<file path="src/rtl/core_down_timer.sv">
module core_down_timer #(
  parameter int DW = 32,
  parameter int PW = 8,
  parameter int AW = 8
) (
  input  logic          clk,
  input  logic          rst_n,
  input  logic          bus_we,
  input  logic [AW-1:0] bus_addr,
  input  logic [DW-1:0] bus_wdata,
  output logic [DW-1:0] bus_rdata,
  output logic          irq
);
  localparam logic [AW-1:0] OFS_RELOAD = AW'(0);
  localparam logic [AW-1:0] OFS_COUNT  = AW'(4);
  localparam logic [AW-1:0] OFS_CTRL   = AW'(8);
  localparam logic [AW-1:0] OFS_FLAG   = AW'(12);
  localparam int PLO = 8;

  logic [DW-1:0] reload_q, count_q, reload_n, count_n;
  logic          en_q, auto_q, ie_q, en_n, auto_n, ie_n;
  logic [PW-1:0] pre_q, pre_n, div_q, div_n;
  logic          flag_q, flag_n, run_q, run_n, restart;

  wire wr_reload = bus_we && bus_addr == OFS_RELOAD;
  wire wr_count  = bus_we && bus_addr == OFS_COUNT;
  wire wr_ctrl   = bus_we && bus_addr == OFS_CTRL;
  wire wr_flag   = bus_we && bus_addr == OFS_FLAG;
  wire step      = run_q && !bus_we && div_q == pre_q;

  wire [PW-1:0] c_pre     = bus_wdata[PLO +: PW];
  wire          mode_chg  = bus_wdata[1:0] != {auto_q, en_q};
  wire [DW-1:0] c_count   = (bus_wdata[1] && c_pre == '0 && count_q == '0) ? reload_q : count_q;
  wire [DW-1:0] w_count   = (en_q && auto_q && pre_q == '0 && bus_wdata == '0) ? reload_q : bus_wdata;

  always_comb begin
    reload_n = reload_q;
    count_n  = count_q;
    flag_n   = flag_q;
    run_n    = run_q;
    en_n     = en_q;
    auto_n   = auto_q;
    ie_n     = ie_q;
    pre_n    = pre_q;
    restart  = 1'b0;
    div_n    = div_q;
    if (run_q && !bus_we) div_n = step ? '0 : div_q + PW'(1);
    if (wr_reload) begin
      reload_n = bus_wdata;
      count_n  = bus_wdata;
      if (en_q) begin
        run_n   = pre_q != '0 || bus_wdata != '0;
        restart = run_n;
      end
    end else if (wr_count) begin
      count_n = w_count;
      if (en_q) begin
        run_n   = pre_q != '0 || w_count != '0;
        restart = run_n;
      end
    end else if (wr_ctrl) begin
      en_n   = bus_wdata[0];
      auto_n = bus_wdata[1];
      ie_n   = bus_wdata[2];
      pre_n  = c_pre;
      if (bus_wdata[0]) count_n = c_count;
      run_n   = (mode_chg ? 1'b0 : run_q) | (bus_wdata[0] && (c_pre != '0 || c_count != '0));
      restart = run_n && (!run_q || mode_chg || c_pre != pre_q);
    end else if (wr_flag) begin
      flag_n = flag_q & ~bus_wdata[0];
    end else if (step) begin
      if (count_q == '0) begin
        if (auto_q) begin
          count_n = reload_q;
          if (reload_q == '0) begin
            flag_n = 1'b1;
            if (pre_q == '0) run_n = 1'b0;
          end
        end else begin
          flag_n = 1'b1;
          run_n  = 1'b0;
        end
      end else begin
        count_n = count_q - DW'(1);
        if (count_q == DW'(1)) begin
          flag_n = 1'b1;
          if (!auto_q) run_n = 1'b0;
        end
      end
    end
    if (restart) div_n = '0;
  end

  always_ff @(posedge clk) begin
    if (!rst_n) begin
      reload_q <= '0;
      count_q  <= '0;
      flag_q   <= 1'b0;
      run_q    <= 1'b0;
      en_q     <= 1'b0;
      auto_q   <= 1'b0;
      ie_q     <= 1'b0;
      pre_q    <= '0;
      div_q    <= '0;
    end else begin
      reload_q <= reload_n;
      count_q  <= count_n;
      flag_q   <= flag_n;
      run_q    <= run_n;
      en_q     <= en_n;
      auto_q   <= auto_n;
      ie_q     <= ie_n;
      pre_q    <= pre_n;
      div_q    <= div_n;
    end
  end

  always_comb begin
    bus_rdata = '0;
    case (bus_addr)
      OFS_RELOAD: bus_rdata = reload_q;
      OFS_COUNT:  bus_rdata = count_q;
      OFS_CTRL: begin
        bus_rdata[0] = en_q;
        bus_rdata[1] = auto_q;
        bus_rdata[2] = ie_q;
        bus_rdata[PLO +: PW] = pre_q;
      end
      OFS_FLAG:   bus_rdata[0] = flag_q;
      default:    bus_rdata = '0;
    endcase
  end

  assign irq = flag_q & ie_q;

  assert_idle_hold_R3: assert property (@(posedge clk) disable iff (!rst_n)
    !run_q && !bus_we |=> $stable(count_q));
  assert_oneshot_stop_R6: assert property (@(posedge clk) disable iff (!rst_n)
    step && !auto_q && count_q == DW'(1) |=> !run_q && count_q == '0 && flag_q);
  assert_flag_clear_R5: assert property (@(posedge clk) disable iff (!rst_n)
    wr_flag && bus_wdata[0] |=> !flag_q && !irq);
  assert_reload_write_R7: assert property (@(posedge clk) disable iff (!rst_n)
    wr_reload |=> reload_q == $past(bus_wdata) && count_q == $past(bus_wdata));
  assert_zero_stop_R7: assert property (@(posedge clk) disable iff (!rst_n)
    wr_reload && en_q && pre_q == '0 && bus_wdata == '0 |=> !run_q && $stable(flag_q));
  assert_mode_stop_R10: assert property (@(posedge clk) disable iff (!rst_n)
    wr_ctrl && mode_chg && !bus_wdata[0] |=> !run_q);
endmodule

</file>
<file path="config.mk">
export PLATFORM = sky130hd
export DESIGN_NAME = core_down_timer
export DESIGN_NICKNAME = d
export VERILOG_FILES = /design/src/rtl/core_down_timer.sv
export SDC_FILE = /design/constraint.sdc
export NUM_CORES = 1
export LEC_CHECK = 0
export BUFFER_PORTS_ARGS = -buffer_cell sky130_fd_sc_hd__clkbuf_2
export CAP_MARGIN = 20
export CORE_UTILIZATION = 45
export DETAILED_ROUTE_END_ITERATION = 8
export MAX_ROUTING_LAYER = met4
export PLACE_DENSITY = 0.71
export SETUP_SLACK_MARGIN = 0.15
export SYNTH_ARGS = -nofsm -noshare
export SYNTH_HDL_FRONTEND = slang
export SYNTH_SLANG_ARGS = --single-unit
</file>
<file path="constraint.sdc">
create_clock -name clk -period 2.95 [get_ports clk]
set_clock_uncertainty 0.1 [all_clocks]
set_input_delay 0.59 -clock clk [delete_from_list [all_inputs] [get_ports clk]]
set_output_delay 0.59 -clock clk [all_outputs]
set_load 0.005 [all_outputs]
</file>
==> flow_summary.yaml, run 1 <==
yosys:
  ys_async_sr_fraction_pct: 0
  ys_seq_area_share_pct: 27.2
  synth_cell_type_count: 70
  synth-edff-count: 0
  synthFlopType: "dfxtp_1"
  mappedNetlistNets: 917
  syn_area_um2: 6250
  synth_area_per_cell_um2: 7.19
  yosysWarnings: 0
  synth_seq_cells: 85
  syn_inst: 870
grt:
  grt_usage_pct: 40.7
  overflow: 0
  use_met3_pct: 8.84
  gr-max-usage-layer: "met1"
  grt_pass1_vias: 7198
  antenna_found_initial: 0
  grt_max_degree: 47
  grt_pass1_wl_mm: 42.7
  met1_usage_pct: 57.1
  use_met2_pct: 55.1
critical_path:
  cp_common_cell: "buf_4"
  crit_chain: "nor4_1, buf_4, and4_1, nand4_1, a21o_1, buf_4, nor3_1, o21ai_0, a221oi_1"
  cp-end-kind: "flip-flop"
  cp.required_ns: 3.07
  max_stage_delay_ns: 0.36
  cp_max_fo: 11
  startpoint_type: "flip-flop"
  arrival_ns: 2.84
  path_class: "reg -> reg"
  reg2reg_slack_ns: 0.24
  cpMaxStageDelayCell: "a221oi_1"
drt:
  drt_iter0_drc: 1082
  ant_nets: 0
  drc: 0
  wl_per_cell_um: 23.5
  vias_per_cell: 6.60
  first_pass_iters: 7
  wl_mm: 28.0
  vias: 7859
finish:
  drive_gt1_share_pct: 24.1
  diodes: 0
  fin_area_um2: 8000
  final_nets: 1057
  fin_cells: 1191
  syn2layout_area_growth_pct: 27.8
  final_util_pct: 59.7
timing:
  finalHoldViolCount: 0
  rsz0062_at_grt: "yes"
  slew_viol_final: 0
  fmax_mhz: 368
  max_slew_margin_pct: 61.0
  setup_viol: 0
  fin_crit_ns: 2.71
  hold_slack_ns: 0.401
  fin_crit_sh_pct: 92.0
  tns_ns: 0
  tightest_slew_ns: 0.580
floorplan:
  fp.coreArea_um2: 13400
  initial_utilization_pct: 46.7
  core.rowCount: 42
  die_area_um2: 14400
  fp.dieW_um: 120
  die_h_um: 120
  io_pins: 76
placed_design:
  port_buffers: 75
  finalWeightedCongestion: 1.07
  dpl.hpwl_mm: 21.3
  placed_cells: 1171
  placed_area_um2: 7590
clock_network:
  cts_made_buffers: 9
  cts.clk_slew.worst_paths_ns: 0.07
  insertion_delay_ns: 0.35
  htreeDepth: 3
  clock_sinks: 85
  tritoncts: "done"
  clock-root-buffer: "clkbuf_16"
  cts_buffer_depth: 2
worst_hold_path:
  hold_path_class: "reg -> reg"
job:
  cap_violations: 0
power:
  p_clk_share_pct: 44.8
  peakVddDrop_mv: 0.276
  share_comb_of_total_power_pct: 13.8
  switching_share_pct: 26.8
  p_seq_share_pct: 41.4
  p_sw_mw: 0.746
  p_leak_nw: 3.28
  powerDensity_nw_per_um2: 349
  p_int_mw: 2.04
run_status:
  status: "finished clean"
==> cell usage after synthesis (6+ instances only) <==
library cell / n / share of area, %
a211oi_1: 20 / 2.4
a21oi_1: 96 / 7.7
a221o_1: 6 / 0.96
a311oi_1: 6 / 0.84
a31oi_1: 13 / 1.3
and4_1: 8 / 1.1
buf_1: 8 / 0.48
buf_2: 7 / 0.56
clkbuf_1: 52 / 3.1
dfxtp_1: 85 / 27
mux2i_1: 36 / 5.8
nand2_1: 134 / 8.0
nand3_1: 18 / 1.4
nand4_1: 14 / 1.4
nor2_1: 88 / 5.3
nor3_1: 27 / 2.2
nor4_1: 37 / 3.7
o211ai_1: 12 / 1.4
o21ai_0: 43 / 3.4
o221a_2: 6 / 1.1
o22ai_1: 7 / 0.70
o31ai_1: 9 / 1.1
or3_1: 10 / 1.0
xnor2_1: 9 / 1.3
xor2_1: 22 / 3.1
==> routing by layer <==
metal	vias up	routed length, µm
met1	3682	11500
li1	3525	-
met4	0	1100
met5	-	0
met3	83	3870
met2	569	11500
==> power by group through the flow <==
stage / Sequential, mW / Combinational (mW) / Clock, mW
after floorplan: 1.18 / 0.190 / 0
after global placement: 1.18 / 0.370 / 0
after detailed placement: 1.18 / 0.366 / 0
after CTS: 1.15 / 0.368 / 1.26
after global routing: 1.15 / 0.403 / 1.30
final: 1.15 / 0.385 / 1.25
==> registers in the layout, indices dropped and copies added, names as in the netlist <==
signal,count
auto_q,1
count_q,32
div_q,8
pre_q,8
en_q,1
ie_q,1
run_q,1
reload_q,32
flag_q,1
==> cell usage in the layout, fill, tap and decap left out, types with 8 or more instances in the layout <==
cell type,Yosys,layout
nand2_1,134,134
mux2i_1,36,36
a21oi_1,96,96
nand3_1,18,17
buf_4,0,114
buf_12,0,9
o31ai_1,9,9
or3_1,10,10
nor4_1,37,34
nand4_1,14,14
dfxtp_1,85,85
xor2_1,22,22
o21ai_0,43,42
clkbuf_2,0,75
o211ai_1,12,12
a31oi_1,13,13
nor3_1,27,26
nor2_1,88,85
clkbuf_16,0,9
and4_1,8,8
xnor2_1,9,9
a211oi_1,20,19
==> worst max-delay path: cells and delay by family (launching register included) <==
kind	cells	cell delay (ns)
buf+inv	2	0.42
compound gates	3	0.74
simple gates	4	0.98
flops	1	0.33
==> kinds of logic after synthesis <==
logic type	Yosys count	synth area share [%]
simple gates	373	29.2
compound gates	266	27.5
flops	85	27.2
buf+inv	74	4.82
mux	37	6.12
xor+xnor	31	4.34
fa+ha+maj	4	0.800
==> final timing paths <==
kind                           start                 endpoint  depth (start not counted)
max          count_q[2]$_SDFFE_PN0P_  count_q[5]$_SDFFE_PN0P_                          9
min              flag_q$_SDFFE_PN0P_      flag_q$_SDFFE_PN0P_                          2
max reg2reg  count_q[2]$_SDFFE_PN0P_  count_q[5]$_SDFFE_PN0P_                          9
min reg2reg      flag_q$_SDFFE_PN0P_      flag_q$_SDFFE_PN0P_                          2
==> through the flow <==
step                      total power, mW  worst slack, ns
final                                2.79            0.236
after global routing                 2.86            0.116
after CTS                            2.78            0.165
after detailed placement             1.54           0.0758
after global placement               1.55         -0.00698
after floorplan                      1.37            0.152
==> layout make-up <==
type                    count  area [µm²]
clock buffers              11         233
clock inverters             5        85.1
fillers                  1266        5400
inverters                   5        18.8
multi-input cells         711        4330
flip-flops and latches     85        1700
well taps                 176         220
repair buffers            198        1410
==> repair_timing <==
action / 4_1_cts / 5_1_grt
pin swaps: 0 / 2
endpoints found under the setup margin: 16 / 20
hold buffers: 0 / 0
resized for setup: 2 / 7
buffers inserted: 0 / 4
Power figures use the tool's default switching activity.
==> run 2: changes to the inputs <==
--- a/config.mk
+++ b/config.mk
@@ -7,10 +7,13 @@
 export LEC_CHECK = 0
 export BUFFER_PORTS_ARGS = -buffer_cell sky130_fd_sc_hd__clkbuf_2
 export CAP_MARGIN = 20
+export CELL_PAD_IN_SITES_DETAIL_PLACEMENT = 1
+export CELL_PAD_IN_SITES_GLOBAL_PLACEMENT = 1
+export CORE_ASPECT_RATIO = 1.5
 export CORE_UTILIZATION = 45
 export DETAILED_ROUTE_END_ITERATION = 8
 export MAX_ROUTING_LAYER = met4
-export PLACE_DENSITY = 0.71
+export PLACE_DENSITY = 0.88
 export SETUP_SLACK_MARGIN = 0.15
 export SYNTH_ARGS = -nofsm -noshare
 export SYNTH_HDL_FRONTEND = slang
==> constraint.sdc (replaced) <==
create_clock -name clk -period 3.3 [get_ports clk]
set_clock_uncertainty 0.1 [all_clocks]
set_input_delay 0.66 -clock clk [delete_from_list [all_inputs] [get_ports clk]]
set_output_delay 0.66 -clock clk [all_outputs]
set_load 0.005 [all_outputs]
==> flow_summary.yaml, run 2 (same netlist as run 1, synthesis figures left out) <==
critical_path:
  cp_max_fo: 31
  cp-end-kind: "flip-flop"
  cp.required_ns: 3.41
  startpoint_type: "flip-flop"
  path_class: "reg -> reg"
  arrival_ns: 3.06
  reg2reg_depth: 8
clock_network:
  cts_buffer_depth: 2
  clock-root-buffer: "clkbuf_16"
  tritoncts: "done"
  cts_hold_buf: 0
  htreeDepth: 3
  post_cts_buffers: 0
  clock_sinks: 85
  cts_made_buffers: 9
  cts.clk_slew.worst_paths_ns: 0.07
  insertion_delay_ns: 0.36
grt:
  antenna_found_initial: 0
  grt_pass1_wl_mm: 49.1
  overflow: 0
  grt_usage_pct: 47.2
  grt_pass1_vias: 8109
  grt_max_degree: 56
drt:
  wl_per_cell_um: 28.1
  drt_iter0_drc: 733
  drc: 5
  wl_mm: 32.2
  first_pass_iters: 7
  vias_per_cell: 7.06
  vias: 8091
  ant_nets: 0
finish:
  drive_gt1_share_pct: 21.6
  syn2layout_area_growth_pct: 22.2
  final_util_pct: 56.5
  diodes: 0
  final_cell_mix: "nand2_1, a21oi_1, buf_4"
  final_nets: 1026
  layout_commonest_cell: "nand2_1"
  largestRegisters: "count_q: 32 flops, reload_q: 32 flops"
timing:
  fin_crit_sh_pct: 89.5
  hold_slack_ns: 0.420
  fin_crit_ns: 2.95
  finalHoldViolCount: 0
  slew_viol_final: 0
  tns_ns: 0
  tightest_slew_ns: 0.730
  fmax_mhz: 338
  max_slew_margin_pct: 51.3
  rsz0062_at_grt: "no"
  setup_slack_ns: 0.345
  setup_viol: 0
power:
  p_leak_nw: 3.06
  peakVddDrop_mv: 0.228
  powerDensity_nw_per_um2: 318
floorplan:
  fp.coreArea_um2: 13500
  fp.dieW_um: 98.3
  die_area_um2: 14400
  initial_utilization_pct: 46.2
  io_pins: 76
  core.rowCount: 52
  die_h_um: 146
placed_design:
  port_buffers: 75
  finalWeightedCongestion: 1.09
  dpl.hpwl_mm: 23.9
  pre_cts_slack_ns: 0.135
worst_hold_path:
  hold_path_class: "reg -> reg"
  hold_path_depth: 2
run_status:
  status: "finished with violations"
  failed_checks: "design-rule violations"
job:
  cap_violations: 0
-- run 2: path summary, 6_finish.rpt --
path	start	end	slack (ns)
max	count_q[11]$_SDFFE_PN0P_	count_q[1]$_SDFFE_PN0P_	0.35
min	flag_q$_SDFFE_PN0P_	flag_q$_SDFFE_PN0P_	0.42
max reg2reg	count_q[11]$_SDFFE_PN0P_	count_q[1]$_SDFFE_PN0P_	0.35
min reg2reg	flag_q$_SDFFE_PN0P_	flag_q$_SDFFE_PN0P_	0.42
-- run 2: report_power, final --
| group | switching (mW) | leakage (nW) | internal, mW |
|---|---|---|---|
| Sequential | 0.00345 | 0.684 | 1.03 |
| Combinational | 0.225 | 2.24 | 0.130 |
| Clock | 0.509 | 0.143 | 0.535 |
| Total | 0.737 | 3.06 | 1.69 |
-- run 2: cell type report --
| cell class | instances | area [µm²] |
|---|---|---|
| inverter | 5 | 18.8 |
| clock inverter | 6 | 62.6 |
| tap | 162 | 203 |
| sequential | 85 | 1700 |
| clock buffer | 10 | 229 |
| fill | 1774 | 5890 |
| multi-input combinational | 711 | 4300 |
| timing repair buffer | 167 | 1130 |
-- run 2: metrics by stage --
step,power (mW),cells,area (µm²)
floorplan,1.22,870,6250
global placement,1.39,1130,7330
detailed placement,1.39,1130,7330
CTS,2.41,1146,7620
global route,2.48,1146,7640
finish,2.43,1146,7640
-- run 2: per-layer routing --
metal | track usage, % | wire [µm] | vias to the layer above
met2 | 75.3 | 14900 | 565
li1 | - | - | 3468
met3 | 10.6 | 2700 | 236
met5 | - | 0 | -
met1 | 49.2 | 11100 | 3822
met4 | 39.4 | 3430 | 0
-- run 2: what timing repair did --
action / 4_1_cts / 5_1_grt
endpoints found under the setup margin: 4 / 3
resized for setup: 1 / 3
endpoints found under the hold margin: 0 / 0
gates cloned: 0 / 0
-- run 2: worst max-delay path: stages (launching register included) --
cell and delay, ns:
dfxtp_1 0.39, nor4_4 0.46, and4_1 0.52, nand4_1 0.27
a21oi_1 0.34, nand2_1 0.12, buf_4 0.27, nand2_1 0.20
o22ai_1 0.10
